$ cat src/rtl/spi_regport_pkg.sv
package spi_regport_pkg;

  typedef enum logic [1:0] {OPK_NONE, OPK_RD, OPK_WR} op_kind_t;
  typedef enum logic [1:0] {DIR_HOLD, DIR_INC, DIR_DEC} step_dir_t;
  typedef enum logic [1:0] {PH_CMD, PH_ADDR, PH_DATA, PH_SKIP} phase_t;

  typedef struct packed {
    op_kind_t  kind;
    step_dir_t dir;
  } op_t;

  localparam int unsigned INSTR_W = 8;

  // bits 7:4 zero, bit 1 set; bit 0 picks read; bits 3:2 pick the step
  function automatic op_t decode_op(input logic [INSTR_W-1:0] ins);
    op_t o;
    o.kind = OPK_NONE;
    o.dir  = DIR_HOLD;
    if (ins[7:4] == 4'b0000 && ins[1]) begin
      o.kind = ins[0] ? OPK_RD : OPK_WR;
      case (ins[3:2])
        2'b00:   o.dir = DIR_HOLD;
        2'b01:   o.dir = DIR_INC;
        2'b10:   o.dir = DIR_DEC;
        default: o.kind = OPK_NONE;
      endcase
    end
    return o;
  endfunction

endpackage

$ cat src/rtl/spi_regport_sync.sv
module spi_regport_sync #(
  parameter int unsigned N      = 3,
  parameter int unsigned STAGES = 2,
  parameter logic [N-1:0] RST_VAL = '0
) (
  input  logic         clk,
  input  logic         rst_n,
  input  logic [N-1:0] d,
  output logic [N-1:0] q
);
  for (genvar g = 0; g < N; g++) begin : g_bit
    logic [STAGES-1:0] chain;
    always_ff @(posedge clk or negedge rst_n) begin
      if (!rst_n) chain <= {STAGES{RST_VAL[g]}};
      else        chain <= {chain[STAGES-2:0], d[g]};
    end
    assign q[g] = chain[STAGES-1];
  end
endmodule

$ cat src/rtl/spi_regport_frame.sv
module spi_regport_frame
  import spi_regport_pkg::*;
#(
  parameter int unsigned ADDR_W = 8,
  parameter int unsigned DATA_W = 32
) (
  input  logic              clk,
  input  logic              rst_n,
  input  logic              cs_act,
  input  logic              sck_rise,
  input  logic              si_bit,
  output logic              rd_en,
  output logic [ADDR_W-1:0] rd_addr,
  output logic              wr_en,
  output logic [ADDR_W-1:0] wr_addr,
  output logic [DATA_W-1:0] wr_data,
  output logic              load_req,
  output logic              rd_mode
);
  localparam int unsigned MAXF  = (DATA_W > ADDR_W) ? DATA_W : ADDR_W;
  localparam int unsigned CNT_W = $clog2(MAXF);
  localparam logic [CNT_W-1:0] CMD_LAST  = CNT_W'(INSTR_W - 1);
  localparam logic [CNT_W-1:0] ADDR_LAST = CNT_W'(ADDR_W - 1);
  localparam logic [CNT_W-1:0] DATA_LAST = CNT_W'(DATA_W - 1);
  localparam logic [ADDR_W-1:0] ONE = {{(ADDR_W-1){1'b0}}, 1'b1};

  phase_t            ph;
  logic [CNT_W-1:0]  cnt;
  logic [DATA_W-2:0] sr;
  logic [ADDR_W-1:0] addr_q;
  op_t               op_q, op_new;
  logic              rd_pend;
  logic [DATA_W-1:0] word_in;

  assign word_in = {sr, si_bit};
  assign op_new  = decode_op(word_in[INSTR_W-1:0]);

  function automatic logic [ADDR_W-1:0] step(input logic [ADDR_W-1:0] a,
                                             input step_dir_t d);
    case (d)
      DIR_INC: return a + ONE;
      DIR_DEC: return a - ONE;
      default: return a;
    endcase
  endfunction

  always_ff @(posedge clk or negedge rst_n) begin
    if (!rst_n) begin
      ph       <= PH_CMD;
      cnt      <= '0;
      sr       <= '0;
      addr_q   <= '0;
      op_q     <= '{kind: OPK_NONE, dir: DIR_HOLD};
      rd_pend  <= 1'b0;
      rd_en    <= 1'b0;
      wr_en    <= 1'b0;
      wr_addr  <= '0;
      wr_data  <= '0;
      load_req <= 1'b0;
    end else begin
      wr_en    <= 1'b0;
      rd_en    <= 1'b0;
      load_req <= 1'b0;
      if (rd_pend) begin
        rd_en   <= 1'b1;
        rd_pend <= 1'b0;
      end
      if (!cs_act) begin
        ph      <= PH_CMD;
        cnt     <= '0;
        rd_pend <= 1'b0;
        op_q    <= '{kind: OPK_NONE, dir: DIR_HOLD};
      end else if (sck_rise) begin
        sr  <= word_in[DATA_W-2:0];
        cnt <= cnt + 1'b1;
        case (ph)
          PH_CMD: if (cnt == CMD_LAST) begin
            cnt  <= '0;
            op_q <= op_new;
            ph   <= (op_new.kind == OPK_NONE) ? PH_SKIP : PH_ADDR;
          end
          PH_ADDR: if (cnt == ADDR_LAST) begin
            cnt    <= '0;
            addr_q <= word_in[ADDR_W-1:0];
            ph     <= PH_DATA;
            if (op_q.kind == OPK_RD) begin
              rd_pend  <= 1'b1;
              load_req <= 1'b1;
            end
          end
          PH_DATA: if (cnt == DATA_LAST) begin
            cnt    <= '0;
            addr_q <= step(addr_q, op_q.dir);
            if (op_q.kind == OPK_WR) begin
              wr_en   <= 1'b1;
              wr_addr <= addr_q;
              wr_data <= word_in;
            end else begin
              rd_pend  <= 1'b1;
              load_req <= 1'b1;
            end
          end
          default: cnt <= '0;
        endcase
      end
    end
  end

  assign rd_addr = addr_q;
  assign rd_mode = (op_q.kind == OPK_RD);

  // a write strobe and a read request never share a cycle
  a_r4_strobe_exclusive: assert property (@(posedge clk) disable iff (!rst_n)
    $onehot0({wr_en, rd_en}));

  // an ignored transaction issues no bank access
  a_r9_skip_silent: assert property (@(posedge clk) disable iff (!rst_n)
    (ph == PH_SKIP) |=> (!wr_en && !rd_en));

  // a write strobe only follows a rising SCK seen while selected
  a_r6_wr_needs_edge: assert property (@(posedge clk) disable iff (!rst_n)
    wr_en |-> $past(sck_rise && cs_act));
endmodule

$ cat src/rtl/spi_regport_tx.sv
module spi_regport_tx #(
  parameter int unsigned DATA_W = 32
) (
  input  logic              clk,
  input  logic              rst_n,
  input  logic              cs_act,
  input  logic              sck_fall,
  input  logic              load_req,
  input  logic              fetch_vld,
  input  logic [DATA_W-1:0] fetch_word,
  output logic              so,
  output logic              so_oe
);
  logic [DATA_W-1:0] hold_q;
  logic [DATA_W-1:0] sh_q;
  logic              armed;

  always_ff @(posedge clk or negedge rst_n) begin
    if (!rst_n) begin
      hold_q <= '0;
      sh_q   <= '0;
      armed  <= 1'b0;
      so     <= 1'b0;
      so_oe  <= 1'b0;
    end else if (!cs_act) begin
      armed <= 1'b0;
      so_oe <= 1'b0;
    end else begin
      if (fetch_vld) hold_q <= fetch_word;
      if (sck_fall) begin
        if (armed) begin
          so    <= hold_q[DATA_W-1];
          sh_q  <= {hold_q[DATA_W-2:0], 1'b0};
          so_oe <= 1'b1;
          armed <= 1'b0;
        end else if (so_oe) begin
          so   <= sh_q[DATA_W-1];
          sh_q <= {sh_q[DATA_W-2:0], 1'b0};
        end
      end
      if (load_req) armed <= 1'b1;
    end
  end

  // SO only moves after a falling SCK edge
  a_r2_so_on_fall: assert property (@(posedge clk) disable iff (!rst_n)
    !sck_fall |=> $stable(so));

  // the driver turns on only for a word that was requested
  a_r2_oe_after_load: assert property (@(posedge clk) disable iff (!rst_n)
    $rose(so_oe) |-> $past(armed));
endmodule

$ cat src/rtl/spi_regport.sv
module spi_regport #(
  parameter int unsigned ADDR_W       = 8,
  parameter int unsigned DATA_W       = 32,
  parameter int unsigned SYNC_STAGES  = 2,
  parameter logic [ADDR_W-1:0] TEST_ADDR    = 8'h1F,
  parameter logic [DATA_W-1:0] TEST_PATTERN = 32'h5A3C_96E1,
  parameter logic [DATA_W-1:0] INVALID_WORD = 32'hFFFF_FFFF
) (
  input  logic              clk,
  input  logic              rst_n,
  input  logic              sck,
  input  logic              cs_n,
  input  logic              si,
  input  logic              reset_done,
  output logic              so,
  output logic              so_oe,
  output logic              rd_en,
  output logic [ADDR_W-1:0] rd_addr,
  input  logic [DATA_W-1:0] rd_data,
  output logic              wr_en,
  output logic [ADDR_W-1:0] wr_addr,
  output logic [DATA_W-1:0] wr_data
);
  logic [2:0]        pins_s;
  logic              cs_act, sck_s, si_s, sck_prev;
  logic              sck_rise, sck_fall;
  logic              load_req, rd_mode, fetch_vld;
  logic [DATA_W-1:0] fetch_word;

  spi_regport_sync #(.N(3), .STAGES(SYNC_STAGES), .RST_VAL(3'b100)) u_sync (
    .clk(clk), .rst_n(rst_n), .d({cs_n, sck, si}), .q(pins_s)
  );

  assign cs_act = !pins_s[2];
  assign sck_s  = pins_s[1];
  assign si_s   = pins_s[0];

  always_ff @(posedge clk or negedge rst_n) begin
    if (!rst_n) begin
      sck_prev  <= 1'b0;
      fetch_vld <= 1'b0;
    end else begin
      sck_prev  <= sck_s;
      fetch_vld <= rd_en;
    end
  end

  assign sck_rise = sck_s && !sck_prev;
  assign sck_fall = !sck_s && sck_prev;

  always_comb begin
    if (!reset_done)              fetch_word = INVALID_WORD;
    else if (rd_addr == TEST_ADDR) fetch_word = TEST_PATTERN;
    else                          fetch_word = rd_data;
  end

  spi_regport_frame #(.ADDR_W(ADDR_W), .DATA_W(DATA_W)) u_frame (
    .clk(clk), .rst_n(rst_n), .cs_act(cs_act), .sck_rise(sck_rise),
    .si_bit(si_s), .rd_en(rd_en), .rd_addr(rd_addr), .wr_en(wr_en),
    .wr_addr(wr_addr), .wr_data(wr_data), .load_req(load_req),
    .rd_mode(rd_mode)
  );

  spi_regport_tx #(.DATA_W(DATA_W)) u_tx (
    .clk(clk), .rst_n(rst_n), .cs_act(cs_act), .sck_fall(sck_fall),
    .load_req(load_req), .fetch_vld(fetch_vld), .fetch_word(fetch_word),
    .so(so), .so_oe(so_oe)
  );

  // the driver releases SO once the select is seen high
  a_r2_oe_idle: assert property (@(posedge clk) disable iff (!rst_n)
    !cs_act |=> !so_oe);

  // SO is never driven outside a read transaction
  a_r7_oe_read_only: assert property (@(posedge clk) disable iff (!rst_n)
    so_oe |-> rd_mode);
endmodule

$ cat config.mk
export PLATFORM = sky130hd
export DESIGN_NAME = spi_regport
export DESIGN_NICKNAME = d
export VERILOG_FILES = /design/src/rtl/spi_regport_pkg.sv /design/src/rtl/spi_regport_sync.sv /design/src/rtl/spi_regport_frame.sv /design/src/rtl/spi_regport_tx.sv /design/src/rtl/spi_regport.sv
export SDC_FILE = /design/constraint.sdc
export NUM_CORES = 1
export LEC_CHECK = 0
export ABC_AREA = 0
export BUFFER_PORTS_ARGS = -buffer_cell sky130_fd_sc_hd__buf_2
export CORE_UTILIZATION = 25
export DETAILED_ROUTE_END_ITERATION = 7
export PLACE_DENSITY = 0.46
export SLEW_MARGIN = 20
export SYNTH_ARGS = -nofsm -noshare
export SYNTH_HDL_FRONTEND = slang
export SYNTH_HIERARCHICAL = 1
export SYNTH_SLANG_ARGS = --single-unit
$ cat constraint.sdc
create_clock -name clk -period 5.5 [get_ports clk]
set_input_delay 0.55 -clock clk [delete_from_list [all_inputs] [get_ports clk]]
set_output_delay 0.55 -clock clk [all_outputs]
set_load 0.03 [all_outputs]
==> flow_results.xml, run 1 <==
<?xml version="1.0" encoding="UTF-8"?>
<metrics>
  <group name="cts">
    <metric name="tritoncts" unit="">yes</metric>
    <metric name="clock_insertion_delay_worst_skew" unit="ns">0.43</metric>
    <metric name="htree_levels" unit="">4</metric>
    <metric name="clk_pin_slew_worst_paths" unit="ns">0.07</metric>
    <metric name="cts.path.max_buffers" unit="">2</metric>
    <metric name="cts_resized" unit="">0</metric>
    <metric name="clkSinkCount" unit="">167</metric>
    <metric name="clockRootBuffer" unit="">sky130_fd_sc_hd__clkbuf_16</metric>
    <metric name="cts-buffers-inserted" unit="">17</metric>
    <metric name="cts_hold_repair.buffers" unit="">0</metric>
    <metric name="post_cts.repair.setup_buffers" unit="">0</metric>
  </group>
  <group name="place">
    <metric name="dp.final_hpwl" unit="mm">10.3</metric>
    <metric name="buffer_ports.inserted" unit="">89</metric>
    <metric name="routabilityCongestion" unit="">0.734</metric>
    <metric name="detailed_place.area" unit="um2">8370</metric>
    <metric name="dp_worst_setup_slack" unit="ns">3.04</metric>
  </group>
  <group name="synth">
    <metric name="syn-instance-count" unit="">556</metric>
    <metric name="post_synthesis_register_bit_count" unit="">167</metric>
    <metric name="synth_area_per_cell" unit="um2">13.6</metric>
    <metric name="synth_sequential_area_ratio" unit="%">55.3</metric>
    <metric name="synth-warning-count" unit="">6</metric>
    <metric name="ys_types" unit="">57</metric>
    <metric name="syn-cell-area" unit="um2">7570</metric>
    <metric name="synth_ff_type" unit="">sky130_fd_sc_hd__dfrtp_1</metric>
    <metric name="synth-async-reset-ratio" unit="%">100</metric>
    <metric name="synth_nets" unit="">602</metric>
    <metric name="synth_edf_count" unit="">0</metric>
  </group>
  <group name="cells_and_area">
    <metric name="area_growth_syn_to_layout" unit="%">18.8</metric>
    <metric name="mostFrequentLayoutCells" unit="">sky130_fd_sc_hd__dfrtp_1, sky130_fd_sc_hd__mux2_2, sky130_fd_sc_hd__buf_2</metric>
    <metric name="layout.cells.most_common" unit="">sky130_fd_sc_hd__dfrtp_1</metric>
    <metric name="post_route_cells_drive_above_1_share" unit="%">43.5</metric>
    <metric name="antennaDiodeCount" unit="">0</metric>
    <metric name="finish.instance_area" unit="um2">8990</metric>
    <metric name="finish.net_count" unit="">688</metric>
  </group>
  <group name="die">
    <metric name="top_level_ports" unit="">90</metric>
    <metric name="rows" unit="">63</metric>
    <metric name="die_w" unit="um">176</metric>
    <metric name="core-area" unit="um2">29700</metric>
    <metric name="floorplan.initialDensity" unit="%">25.5</metric>
    <metric name="die_area" unit="um2">31000</metric>
    <metric name="die_height" unit="um">176</metric>
  </group>
  <group name="routing">
    <metric name="route.detailed.drc" unit="">0</metric>
    <metric name="ant_nets" unit="">0</metric>
    <metric name="post_drt_wl_per_cell" unit="um">15.4</metric>
    <metric name="post_drt_via_cell_ratio" unit="">4.38</metric>
    <metric name="firstDrtPassIters" unit="">4</metric>
    <metric name="num_vias" unit="">4577</metric>
    <metric name="wl" unit="mm">16.1</metric>
    <metric name="initialDrtViolationCount" unit="">212</metric>
  </group>
  <group name="worst_setup_path">
    <metric name="worst-endpoint-arrival" unit="ns">2.76</metric>
    <metric name="timing.critical_path.slowest_cell_delay" unit="ns">0.47</metric>
    <metric name="timing.critical_path.from_type" unit="">flop</metric>
    <metric name="critical_path_class" unit="">flop to flop</metric>
    <metric name="path_max_fanout" unit="">7</metric>
    <metric name="crit_path_top_delay_cell" unit="">sky130_fd_sc_hd__nor2b_1</metric>
    <metric name="critical_path.startpoint" unit="">u_frame/op_q[1]</metric>
    <metric name="reg2reg_from" unit="">u_frame/op_q[1]</metric>
    <metric name="r2r_cells" unit="">8</metric>
    <metric name="end_kind" unit="">flop</metric>
    <metric name="critPathBufInv" unit="">0</metric>
    <metric name="crit-reg2reg-capture" unit="">u_frame/rd_addr[6]</metric>
    <metric name="crit_path_cell_trace" unit="">nor2b_1 -&gt; xor2_1 -&gt; ha_1 -&gt; or4_1 -&gt; nor2_1 -&gt; a41oi_1 -&gt; a32o_1 -&gt; a211o_1</metric>
    <metric name="critPathRequiredTime" unit="ns">5.82</metric>
    <metric name="worst_path_dominant_cell_family" unit="">simple AND/OR/NAND/NOR gates</metric>
    <metric name="worst-r2r-setup-slack" unit="ns">3.06</metric>
  </group>
  <group name="power">
    <metric name="power-per-cell-area" unit="nW/um2">300</metric>
    <metric name="power.switching_fraction" unit="%">24.1</metric>
    <metric name="internal_power" unit="mW">2.04</metric>
    <metric name="p_clk_share" unit="%">46.8</metric>
    <metric name="vdd.ir_drop.worst" unit="mV">0.210</metric>
    <metric name="power.share.sequential" unit="%">48.5</metric>
    <metric name="net-switching-power" unit="mW">0.648</metric>
    <metric name="power_frac_comb" unit="%">4.7</metric>
    <metric name="power.static_leakage" unit="nW">4.36</metric>
  </group>
  <group name="sta">
    <metric name="final-max-slew-violation-count" unit="">0</metric>
    <metric name="period_share" unit="%">44.4</metric>
    <metric name="period_minus_slack" unit="ns">2.44</metric>
    <metric name="report.final.hold_viol_count" unit="">0</metric>
    <metric name="final.setup.tns" unit="ns">0</metric>
    <metric name="fin_worst_hold_slack" unit="ns">0.0347</metric>
    <metric name="final-setup-viol-count" unit="">0</metric>
    <metric name="setup_slack" unit="ns">3.06</metric>
    <metric name="maxClockFrequency" unit="MHz">409</metric>
    <metric name="grt_setup_unrepaired" unit="">false</metric>
    <metric name="slew-limit-headroom" unit="%">37.0</metric>
    <metric name="worst-slew-pin-transition" unit="ns">0.942</metric>
    <metric name="timing.clock.skew" unit="ns">0.0101</metric>
  </group>
  <group name="grt">
    <metric name="grt_first_pass_wirelength" unit="mm">26.5</metric>
    <metric name="grt_start_max_net_pins" unit="">64</metric>
    <metric name="grt_use_total" unit="%">11.1</metric>
    <metric name="initial_antenna_violation_count" unit="">0</metric>
    <metric name="first_global_vias" unit="">4764</metric>
    <metric name="overflow" unit="">0</metric>
  </group>
  <group name="outcome">
    <metric name="status" unit="">finished clean</metric>
  </group>
  <group name="hold_path">
    <metric name="hp-class" unit="">input port to asynchronous set/reset pin</metric>
  </group>
  <group name="flow_run">
    <metric name="count_of_maximum_capacitance_violations" unit="">0</metric>
  </group>
</metrics>
==> cell usage after synthesis (4+ instances only) <==
master / count / area [um2]
sky130_fd_sc_hd__nand2_1: 23 / 86.3
sky130_fd_sc_hd__nand3_1: 6 / 30.0
sky130_fd_sc_hd__mux2_4: 29 / 435
sky130_fd_sc_hd__or2_2: 12 / 75.1
sky130_fd_sc_hd__mux2_2: 106 / 1190
sky130_fd_sc_hd__mux2_1: 29 / 327
sky130_fd_sc_hd__nor4_1: 5 / 31.3
sky130_fd_sc_hd__a21oi_1: 5 / 25.0
sky130_fd_sc_hd__nor2_1: 12 / 45.0
sky130_fd_sc_hd__clkbuf_1: 6 / 22.5
sky130_fd_sc_hd__o21ai_0: 29 / 145
sky130_fd_sc_hd__nor3_1: 9 / 45.0
sky130_fd_sc_hd__nor2b_1: 8 / 50.1
sky130_fd_sc_hd__ha_1: 8 / 100
sky130_fd_sc_hd__dfrtp_1: 165 / 4130
sky130_fd_sc_hd__or2_1: 4 / 25.0
sky130_fd_sc_hd__buf_4: 7 / 52.6
sky130_fd_sc_hd__buf_2: 8 / 40.0
sky130_fd_sc_hd__inv_1: 26 / 97.6
sky130_fd_sc_hd__a32o_1: 5 / 50.1
sky130_fd_sc_hd__buf_6: 6 / 67.6
==> power by group through the flow <==
stage	Clock (mW)	Combinational (mW)	Sequential, mW
3_5_place_dp	0	0.133	1.33
4_1_cts	1.30	0.134	1.31
3_3_place_gp	0	0.132	1.33
6_report	1.26	0.128	1.31
5_1_grt	1.35	0.146	1.31
2_1_floorplan	0	0.0744	1.31
==> layout make-up <==
class	count	area [um2]
fill	3032	20700
sequential	167	4180
multi-input combinational	334	3100
timing repair buffer	95	497
tap	390	488
clock buffer	17	425
clock inverter	15	193
inverter	27	101
==> metal layers <==
metal / vias up / part of all wire [%] / global-route usage [%]
met5: - / 0 / 0
met4: 0 / 0.96 / 3.37
met3: 11 / 5.7 / 3.77
met2: 100 / 44 / 16.4
met1: 2314 / 50 / 15.1
li1: 2152 / - / -
==> worst reg2reg max path: cells and delay by family, from the launching register on <==
kind	cells	cell delay, ns
AO/OA/AOI/OAI	3	0.54
XOR/XNOR	1	0.14
adder cells (fa/ha/maj)	1	0.28
flip-flops	1	0.38
AND/OR/NAND/NOR	3	0.99
==> logic make-up (layout without fill, tap and decap cells) <==
logic type	after synthesis	count (layout)	share of synthesized area, %
XOR/XNOR	2	2	0.232
adder cells (fa/ha/maj)	8	8	1.32
AND/OR/NAND/NOR	97	97	7.59
flip-flops	167	167	55.3
AO/OA/AOI/OAI	61	61	5.67
buffers and inverters	55	154	3.82
multiplexers	166	166	26.1
==> how the worst max path moves through the flow <==
stage	endpoint	slack, ns	cells after the start
4_1_cts	u_frame/wr_data[29]	3.01	6
3_3_place_gp	u_frame/wr_data[15]	3.06	6
2_1_floorplan	u_frame/rd_addr[6]	3.37	9
6_report	u_frame/rd_addr[6]	3.06	8
3_5_place_dp	u_frame/wr_data[27]	3.04	6
5_1_grt	u_frame/wr_data[21]	2.86	6
==> sequential cells by signal, summed over array words and instances (netlist names) <==
register,count
u_tx/so_oe,1
u_tx/hold_q,32
u_tx/sh_q,31
u_frame/cnt,5
u_frame/ph,2
u_tx/armed,1
u_frame/wr_addr,8
u_frame/rd_pend,1
u_frame/wr_data,32
fetch_vld,1
u_frame/wr_en,1
u_frame/rd_addr,8
u_frame/rd_en,1
u_tx/so,1
u_sync/g_bit.chain,6
u_frame/op_q,4
sck_prev,1
u_frame/sr,31
==> stage by stage <==
stage / utilization (%) / instances / power (mW)
4_1_cts: 30.2 / 1045 / 2.74
5_1_grt: 30.2 / 1045 / 2.81
2_1_floorplan: - / 556 / 1.39
3_5_place_dp: 28.2 / 1013 / 1.46
3_3_place_gp: 28.2 / 1013 / 1.46
6_report: 30.2 / 1045 / 2.69
(Power assumes the default switching activity.)
==> inputs of run 2 (changes only) <==
==> constraint.sdc (replaced) <==
create_clock -name clk -period 2.5 [get_ports clk]
set_input_delay 0.25 -clock clk [delete_from_list [all_inputs] [get_ports clk]]
set_output_delay 0.25 -clock clk [all_outputs]
set_load 0.03 [all_outputs]
==> flow_results.xml, run 2 (same netlist as run 1, synthesis figures left out) <==
<?xml version="1.0" encoding="UTF-8"?>
<metrics>
  <group name="worst_setup_path">
    <metric name="critPathRequiredTime" unit="ns">2.83</metric>
    <metric name="cp_common_cell" unit="">sky130_fd_sc_hd__ha_1</metric>
    <metric name="timing.critical_path.depth" unit="">7</metric>
    <metric name="timing.critical_path.from_type" unit="">flop</metric>
    <metric name="crit-reg2reg-capture" unit="">u_frame/rd_addr[5]</metric>
    <metric name="crit_path_top_delay_cell" unit="">sky130_fd_sc_hd__a211o_1</metric>
    <metric name="crit_path_cell_trace" unit="">ha_1 -&gt; and3_1 -&gt; ha_1 -&gt; o21ai_1 -&gt; a211o_1 -&gt; o21ai_0 -&gt; a221oi_1</metric>
    <metric name="path_max_fanout" unit="">21</metric>
    <metric name="timing.critical_path.slowest_cell_delay" unit="ns">0.53</metric>
    <metric name="worst-r2r-setup-slack" unit="ns">0.27</metric>
    <metric name="worst-endpoint-arrival" unit="ns">2.56</metric>
    <metric name="worst_path_dominant_cell_family" unit="">compound AO/OA/AOI/OAI gates</metric>
    <metric name="critical_path_class" unit="">flop to flop</metric>
    <metric name="critical_path.startpoint" unit="">u_frame/cnt[0]</metric>
    <metric name="critPathBufInv" unit="">0</metric>
    <metric name="reg2reg_from" unit="">u_frame/cnt[0]</metric>
    <metric name="r2r_cells" unit="">7</metric>
    <metric name="end_kind" unit="">flop</metric>
    <metric name="critPathCapture" unit="">u_frame/rd_addr[5]</metric>
  </group>
  <group name="cts">
    <metric name="cts-buffers-inserted" unit="">17</metric>
    <metric name="clk_pin_slew_worst_paths" unit="ns">0.07</metric>
    <metric name="cts.path.max_buffers" unit="">2</metric>
    <metric name="clockRootBuffer" unit="">sky130_fd_sc_hd__clkbuf_16</metric>
    <metric name="tritoncts" unit="">yes</metric>
    <metric name="clkSinkCount" unit="">167</metric>
    <metric name="htree_levels" unit="">4</metric>
    <metric name="clock_insertion_delay_worst_skew" unit="ns">0.43</metric>
  </group>
  <group name="grt">
    <metric name="grt_start_max_net_pins" unit="">57</metric>
    <metric name="first_global_vias" unit="">4775</metric>
    <metric name="initial_antenna_violation_count" unit="">0</metric>
    <metric name="overflow" unit="">0</metric>
    <metric name="grt_first_pass_wirelength" unit="mm">26.9</metric>
    <metric name="grt_use_total" unit="%">11.2</metric>
  </group>
  <group name="cells_and_area">
    <metric name="top_regs" unit="">u_frame/wr_data x32, u_tx/hold_q x32</metric>
    <metric name="filler_cell_count_in_the_final_layout" unit="">2993</metric>
    <metric name="post_route_cells_drive_above_1_share" unit="%">43.4</metric>
    <metric name="final-instance-count-excl-fill" unit="">1058</metric>
    <metric name="multi_input_area" unit="um2">3100</metric>
    <metric name="area_growth_syn_to_layout" unit="%">20.8</metric>
    <metric name="sequential_cell_area" unit="um2">4180</metric>
    <metric name="antennaDiodeCount" unit="">0</metric>
    <metric name="layout.cells.most_common" unit="">sky130_fd_sc_hd__dfrtp_1</metric>
    <metric name="mostFrequentLayoutCells" unit="">sky130_fd_sc_hd__dfrtp_1, sky130_fd_sc_hd__mux2_2, sky130_fd_sc_hd__buf_2</metric>
    <metric name="finish.net_count" unit="">701</metric>
  </group>
  <group name="power">
    <metric name="p_clk_share" unit="%">46.6</metric>
    <metric name="power.share.sequential" unit="%">48.3</metric>
    <metric name="power.static_leakage" unit="nW">4.42</metric>
    <metric name="power.switching_fraction" unit="%">22.8</metric>
    <metric name="internal_power" unit="mW">4.59</metric>
    <metric name="power_frac_comb" unit="%">5.1</metric>
    <metric name="net-switching-power" unit="mW">1.36</metric>
    <metric name="vdd.ir_drop.worst" unit="mV">0.448</metric>
    <metric name="power-per-cell-area" unit="nW/um2">651</metric>
  </group>
  <group name="routing">
    <metric name="num_vias" unit="">4600</metric>
    <metric name="route.detailed.drc" unit="">0</metric>
    <metric name="initialDrtViolationCount" unit="">148</metric>
    <metric name="wl" unit="mm">16.2</metric>
    <metric name="ant_nets" unit="">0</metric>
    <metric name="post_drt_via_cell_ratio" unit="">4.35</metric>
    <metric name="firstDrtPassIters" unit="">6</metric>
    <metric name="post_drt_wl_per_cell" unit="um">15.3</metric>
  </group>
  <group name="place">
    <metric name="buffer_ports.inserted" unit="">89</metric>
    <metric name="dp.final_hpwl" unit="mm">10.7</metric>
    <metric name="routabilityCongestion" unit="">0.729</metric>
    <metric name="numPlacedInstances" unit="">1022</metric>
  </group>
  <group name="die">
    <metric name="rows" unit="">63</metric>
    <metric name="die_height" unit="um">176</metric>
    <metric name="die_area" unit="um2">31000</metric>
    <metric name="floorplan.initialDensity" unit="%">25.5</metric>
    <metric name="die_w" unit="um">176</metric>
    <metric name="top_level_ports" unit="">90</metric>
    <metric name="core-area" unit="um2">29700</metric>
  </group>
  <group name="hold_path">
    <metric name="timing.hold.worst.start" unit="">rd_data[7]</metric>
    <metric name="hp-class" unit="">input port to flop</metric>
  </group>
  <group name="sta">
    <metric name="slew-limit-headroom" unit="%">59.9</metric>
    <metric name="final-setup-viol-count" unit="">0</metric>
    <metric name="timing.clock.skew" unit="ns">0.0104</metric>
    <metric name="final-max-slew-violation-count" unit="">0</metric>
    <metric name="grt_setup_unrepaired" unit="">false</metric>
    <metric name="worst-slew-pin-transition" unit="ns">0.602</metric>
    <metric name="period_share" unit="%">89.0</metric>
    <metric name="final.setup.tns" unit="ns">0</metric>
    <metric name="maxClockFrequency" unit="MHz">449</metric>
    <metric name="report.final.hold_viol_count" unit="">0</metric>
    <metric name="period_minus_slack" unit="ns">2.23</metric>
  </group>
  <group name="outcome">
    <metric name="status" unit="">finished clean</metric>
  </group>
  <group name="flow_run">
    <metric name="count_of_maximum_capacitance_violations" unit="">0</metric>
  </group>
</metrics>
run 2: cell count changes in the layout (fill, tap and decap cells not counted), moves of 2 or more:
cell | before | now
sky130_fd_sc_hd__buf_12 | 0 | 4
sky130_fd_sc_hd__buf_4 | 6 | 11
sky130_fd_sc_hd__clkbuf_1 | 0 | 4
sky130_fd_sc_hd__clkinv_4 | 5 | 1
sky130_fd_sc_hd__dlygate4sd3_1 | 0 | 4
sky130_fd_sc_hd__inv_6 | 4 | 2
run 2: area by class of cell:
class	instances	share of cell area, %
tap	390	5.34
clock inverter	11	1.88
clock buffer	21	4.82
timing repair buffer	108	7.16
inverter	27	1.11
sequential	167	45.7
multi-input combinational	334	33.9
run 2: power groups by stage:
stage	Clock, mW	Combinational, mW	Sequential [mW]
floorplan	0	0.164	2.89
global placement	0	0.308	2.93
detailed placement	0	0.308	2.93
CTS	2.88	0.315	2.88
global route	3.00	0.343	2.89
finish	2.78	0.301	2.87
run 2: layer usage:
layer  vias to the layer above  GRT usage [%]  routed length (um)
li1                       2174              -                   -
met1                      2308           15.4                8020
met2                       100           16.2                6980
met3                        18           3.92                 963
met4                         0           4.02                 224
met5                         -              0                   0
run 2: worst min-delay path: stages:
cell,delay [ns]
sky130_fd_sc_hd__buf_2,0.07
sky130_fd_sc_hd__or2_2,0.08
sky130_fd_sc_hd__mux2_2,0.12
run 2: worst min-delay path by stage:
stage | endpoint | cells after the start
6_report | u_tx/hold_q[7] | 3
5_1_grt | u_tx/hold_q[6] | 3
4_1_cts | u_tx/hold_q[7] | 3
3_5_place_dp | u_tx/hold_q[27] | 1
3_3_place_gp | u_tx/hold_q[27] | 1
2_1_floorplan | fetch_vld | 0
run 2: stage by stage:
step / hold slack [ns] / power (mW) / area, um2 / util [%] / setup slack (ns)
2_1_floorplan: -0.0456 / 3.05 / 7570 / - / 0.374
4_1_cts: 0.104 / 6.07 / 9140 / 30.8 / 0.280
6_report: 0.129 / 5.95 / 9140 / 30.8 / 0.275
3_5_place_dp: 0.209 / 3.24 / 8490 / 28.6 / 0.271
3_3_place_gp: 0.208 / 3.24 / 8490 / 28.6 / 0.362
5_1_grt: 0.115 / 6.23 / 9140 / 30.8 / 0.0796
run 2: timing repair:
item,in CTS,in global routing
hold buffers,4,0
buffers inserted,0,0
endpoints found under the hold margin,40,0
resized for setup,0,0
==> inputs of run 3 (changes only) <==
--- a/config.mk
+++ b/config.mk
@@ -10,6 +10,7 @@
 export CORE_UTILIZATION = 25
 export DETAILED_ROUTE_END_ITERATION = 7
 export PLACE_DENSITY = 0.46
+export SETUP_SLACK_MARGIN = 0.5
 export SLEW_MARGIN = 20
 export SYNTH_ARGS = -nofsm -noshare
 export SYNTH_HDL_FRONTEND = slang
==> flow_results.xml, run 3 (same netlist as run 1, synthesis figures left out) <==
<?xml version="1.0" encoding="UTF-8"?>
<metrics>
  <group name="outcome">
    <metric name="status" unit="">finished clean</metric>
  </group>
  <group name="place">
    <metric name="detailed_place.area" unit="um2">8510</metric>
    <metric name="buffer_ports.inserted" unit="">89</metric>
    <metric name="dp.final_hpwl" unit="mm">10.7</metric>
    <metric name="routabilityCongestion" unit="">0.709</metric>
  </group>
  <group name="cells_and_area">
    <metric name="post_route_cells_drive_above_1_share" unit="%">48.5</metric>
    <metric name="layout.cells.most_common" unit="">sky130_fd_sc_hd__dfrtp_1</metric>
    <metric name="top_regs" unit="">u_frame/wr_data x32, u_tx/hold_q x32</metric>
    <metric name="final_core_util" unit="%">32.0</metric>
    <metric name="finish.instance_area" unit="um2">9500</metric>
    <metric name="mostFrequentLayoutCells" unit="">sky130_fd_sc_hd__dfrtp_1, sky130_fd_sc_hd__mux2_2, sky130_fd_sc_hd__buf_2, sky130_fd_sc_hd__mux2_1, sky130_fd_sc_hd__mux2_4</metric>
    <metric name="area_growth_syn_to_layout" unit="%">25.5</metric>
    <metric name="antennaDiodeCount" unit="">0</metric>
    <metric name="finish.net_count" unit="">724</metric>
  </group>
  <group name="hold_path">
    <metric name="hp-class" unit="">input port to flop</metric>
    <metric name="timing.hold.worst.start" unit="">rd_data[7]</metric>
    <metric name="hold_path_depth" unit="">3</metric>
    <metric name="holdPathEnd" unit="">u_tx/hold_q[7]</metric>
  </group>
  <group name="power">
    <metric name="power.share.sequential" unit="%">48.1</metric>
    <metric name="power.static_leakage" unit="nW">4.57</metric>
    <metric name="power-per-cell-area" unit="nW/um2">628</metric>
    <metric name="p_clk_share" unit="%">46.5</metric>
    <metric name="internal_power" unit="mW">4.57</metric>
    <metric name="power.switching_fraction" unit="%">23.5</metric>
    <metric name="net-switching-power" unit="mW">1.40</metric>
    <metric name="power_frac_comb" unit="%">5.4</metric>
    <metric name="vdd.ir_drop.worst" unit="mV">0.444</metric>
  </group>
  <group name="die">
    <metric name="die_w" unit="um">176</metric>
    <metric name="top_level_ports" unit="">90</metric>
    <metric name="core-area" unit="um2">29700</metric>
    <metric name="die_height" unit="um">176</metric>
    <metric name="floorplan.initialDensity" unit="%">25.5</metric>
    <metric name="rows" unit="">63</metric>
    <metric name="die_area" unit="um2">31000</metric>
  </group>
  <group name="sta">
    <metric name="timing.clock.skew" unit="ns">0.0116</metric>
    <metric name="report.final.hold_viol_count" unit="">0</metric>
    <metric name="slew-limit-headroom" unit="%">60.9</metric>
    <metric name="grt_setup_unrepaired" unit="">true</metric>
    <metric name="maxClockFrequency" unit="MHz">500</metric>
    <metric name="final-max-slew-violation-count" unit="">0</metric>
    <metric name="final-setup-viol-count" unit="">0</metric>
    <metric name="period_minus_slack" unit="ns">2.00</metric>
    <metric name="final.setup.tns" unit="ns">0</metric>
    <metric name="fin_worst_hold_slack" unit="ns">0.123</metric>
    <metric name="period_share" unit="%">80.0</metric>
    <metric name="worst-slew-pin-transition" unit="ns">0.582</metric>
  </group>
  <group name="cts">
    <metric name="clk_pin_slew_worst_paths" unit="ns">0.07</metric>
    <metric name="tritoncts" unit="">yes</metric>
    <metric name="clkSinkCount" unit="">167</metric>
    <metric name="htree_levels" unit="">4</metric>
    <metric name="cts.path.max_buffers" unit="">2</metric>
    <metric name="clock_insertion_delay_worst_skew" unit="ns">0.44</metric>
    <metric name="cts-buffers-inserted" unit="">17</metric>
    <metric name="clockRootBuffer" unit="">sky130_fd_sc_hd__clkbuf_16</metric>
  </group>
  <group name="worst_setup_path">
    <metric name="timing.critical_path.slowest_cell_delay" unit="ns">0.43</metric>
    <metric name="worst-endpoint-arrival" unit="ns">2.32</metric>
    <metric name="crit_path_top_delay_cell" unit="">sky130_fd_sc_hd__or4_4</metric>
    <metric name="worst-r2r-setup-slack" unit="ns">0.50</metric>
    <metric name="timing.critical_path.from_type" unit="">flop</metric>
    <metric name="end_kind" unit="">flop</metric>
    <metric name="critPathBufInv" unit="">0</metric>
    <metric name="r2r_cells" unit="">8</metric>
    <metric name="critical_path_class" unit="">flop to flop</metric>
    <metric name="reg2reg_from" unit="">u_frame/op_q[1]</metric>
    <metric name="worst_path_dominant_cell_family" unit="">simple AND/OR/NAND/NOR gates</metric>
    <metric name="critPathRequiredTime" unit="ns">2.82</metric>
    <metric name="path_max_fanout" unit="">2</metric>
    <metric name="crit-reg2reg-capture" unit="">u_frame/rd_addr[6]</metric>
    <metric name="crit_path_cell_trace" unit="">nor2b_4 -&gt; xor2_1 -&gt; ha_2 -&gt; or4_4 -&gt; nor2_4 -&gt; a41oi_2 -&gt; a32o_1 -&gt; a211o_1</metric>
  </group>
  <group name="routing">
    <metric name="num_vias" unit="">4743</metric>
    <metric name="firstDrtPassIters" unit="">4</metric>
    <metric name="post_drt_wl_per_cell" unit="um">16.0</metric>
    <metric name="ant_nets" unit="">0</metric>
    <metric name="initialDrtViolationCount" unit="">219</metric>
    <metric name="route.detailed.drc" unit="">0</metric>
    <metric name="post_drt_via_cell_ratio" unit="">4.39</metric>
    <metric name="wl" unit="mm">17.3</metric>
  </group>
  <group name="grt">
    <metric name="grt_start_max_net_pins" unit="">56</metric>
    <metric name="overflow" unit="">0</metric>
    <metric name="grt_use_total" unit="%">11.5</metric>
    <metric name="initial_antenna_violation_count" unit="">0</metric>
    <metric name="first_global_vias" unit="">4954</metric>
    <metric name="grt_first_pass_wirelength" unit="mm">27.4</metric>
  </group>
  <group name="flow_run">
    <metric name="count_of_maximum_capacitance_violations" unit="">0</metric>
  </group>
</metrics>
-- run 3: repair_timing --
action                                  CTS  global route
resized for setup                        10            17
pin swaps                                 3             8
hold endpoints to repair                 53             0
hold buffers                              4             0
gates cloned                              3             3
endpoints found under the setup margin   48            47
setup buffers                             8             6
-- run 3: stage by stage --
stage	total power [mW]	instances	setup WS, ns
2_1_floorplan	3.05	556	0.408
3_3_place_gp	3.23	1025	0.353
3_5_place_dp	3.23	1025	0.265
4_1_cts	6.06	1072	0.495
5_1_grt	6.23	1081	0.431
6_report	5.97	1081	0.499
-- run 3: power by group through the flow --
stage / sequential (mW) / clock [mW] / combinational [mW]
global placement: 2.93 / 0 / 0.306
detailed placement: 2.93 / 0 / 0.307
finish: 2.87 / 2.77 / 0.321
floorplan: 2.89 / 0 / 0.164
CTS: 2.88 / 2.87 / 0.323
global route: 2.89 / 2.98 / 0.365
-- run 3: worst max path at each step --
stage | start | endpoint | slack [ns] | cells after the start
2_1_floorplan | u_frame/op_q[1] | u_frame/rd_addr[6] | 0.41 | 9
3_3_place_gp | u_frame/cnt[0] | u_frame/rd_addr[5] | 0.35 | 7
3_5_place_dp | u_frame/cnt[0] | u_frame/rd_addr[5] | 0.26 | 7
4_1_cts | u_frame/op_q[1] | u_frame/rd_addr[6] | 0.49 | 8
5_1_grt | u_frame/op_q[1] | u_frame/rd_addr[6] | 0.43 | 8
6_report | u_frame/op_q[1] | u_frame/rd_addr[6] | 0.50 | 8
-- run 3: worst reg2reg max path, delay by kind of cell, from the launching register on --
family | cells | cell delay [ns]
compound gates | 3 | 0.53
xor+xnor | 1 | 0.14
fa+ha+maj | 1 | 0.18
simple gates | 3 | 0.66
flops | 1 | 0.38
-- run 3: final cells by class --
cell class,instances,area [um2]
fill,3036,20200
sequential,167,4180
multi-input combinational,336,3230
timing repair buffer,129,878
tap,390,488
clock buffer,20,457
clock inverter,12,166
inverter,27,101
-- run 3: routing by layer --
layer / up-vias / routed length [um] / track usage, % / share of wire (%)
met2: 108 / 7610 / 16.7 / 44
met4: 0 / 261 / 3.80 / 1.5
met5: - / 0 / 0 / 0
met3: 20 / 1090 / 4.48 / 6.3
li1: 2214 / - / - / -
met1: 2401 / 8330 / 15.5 / 48
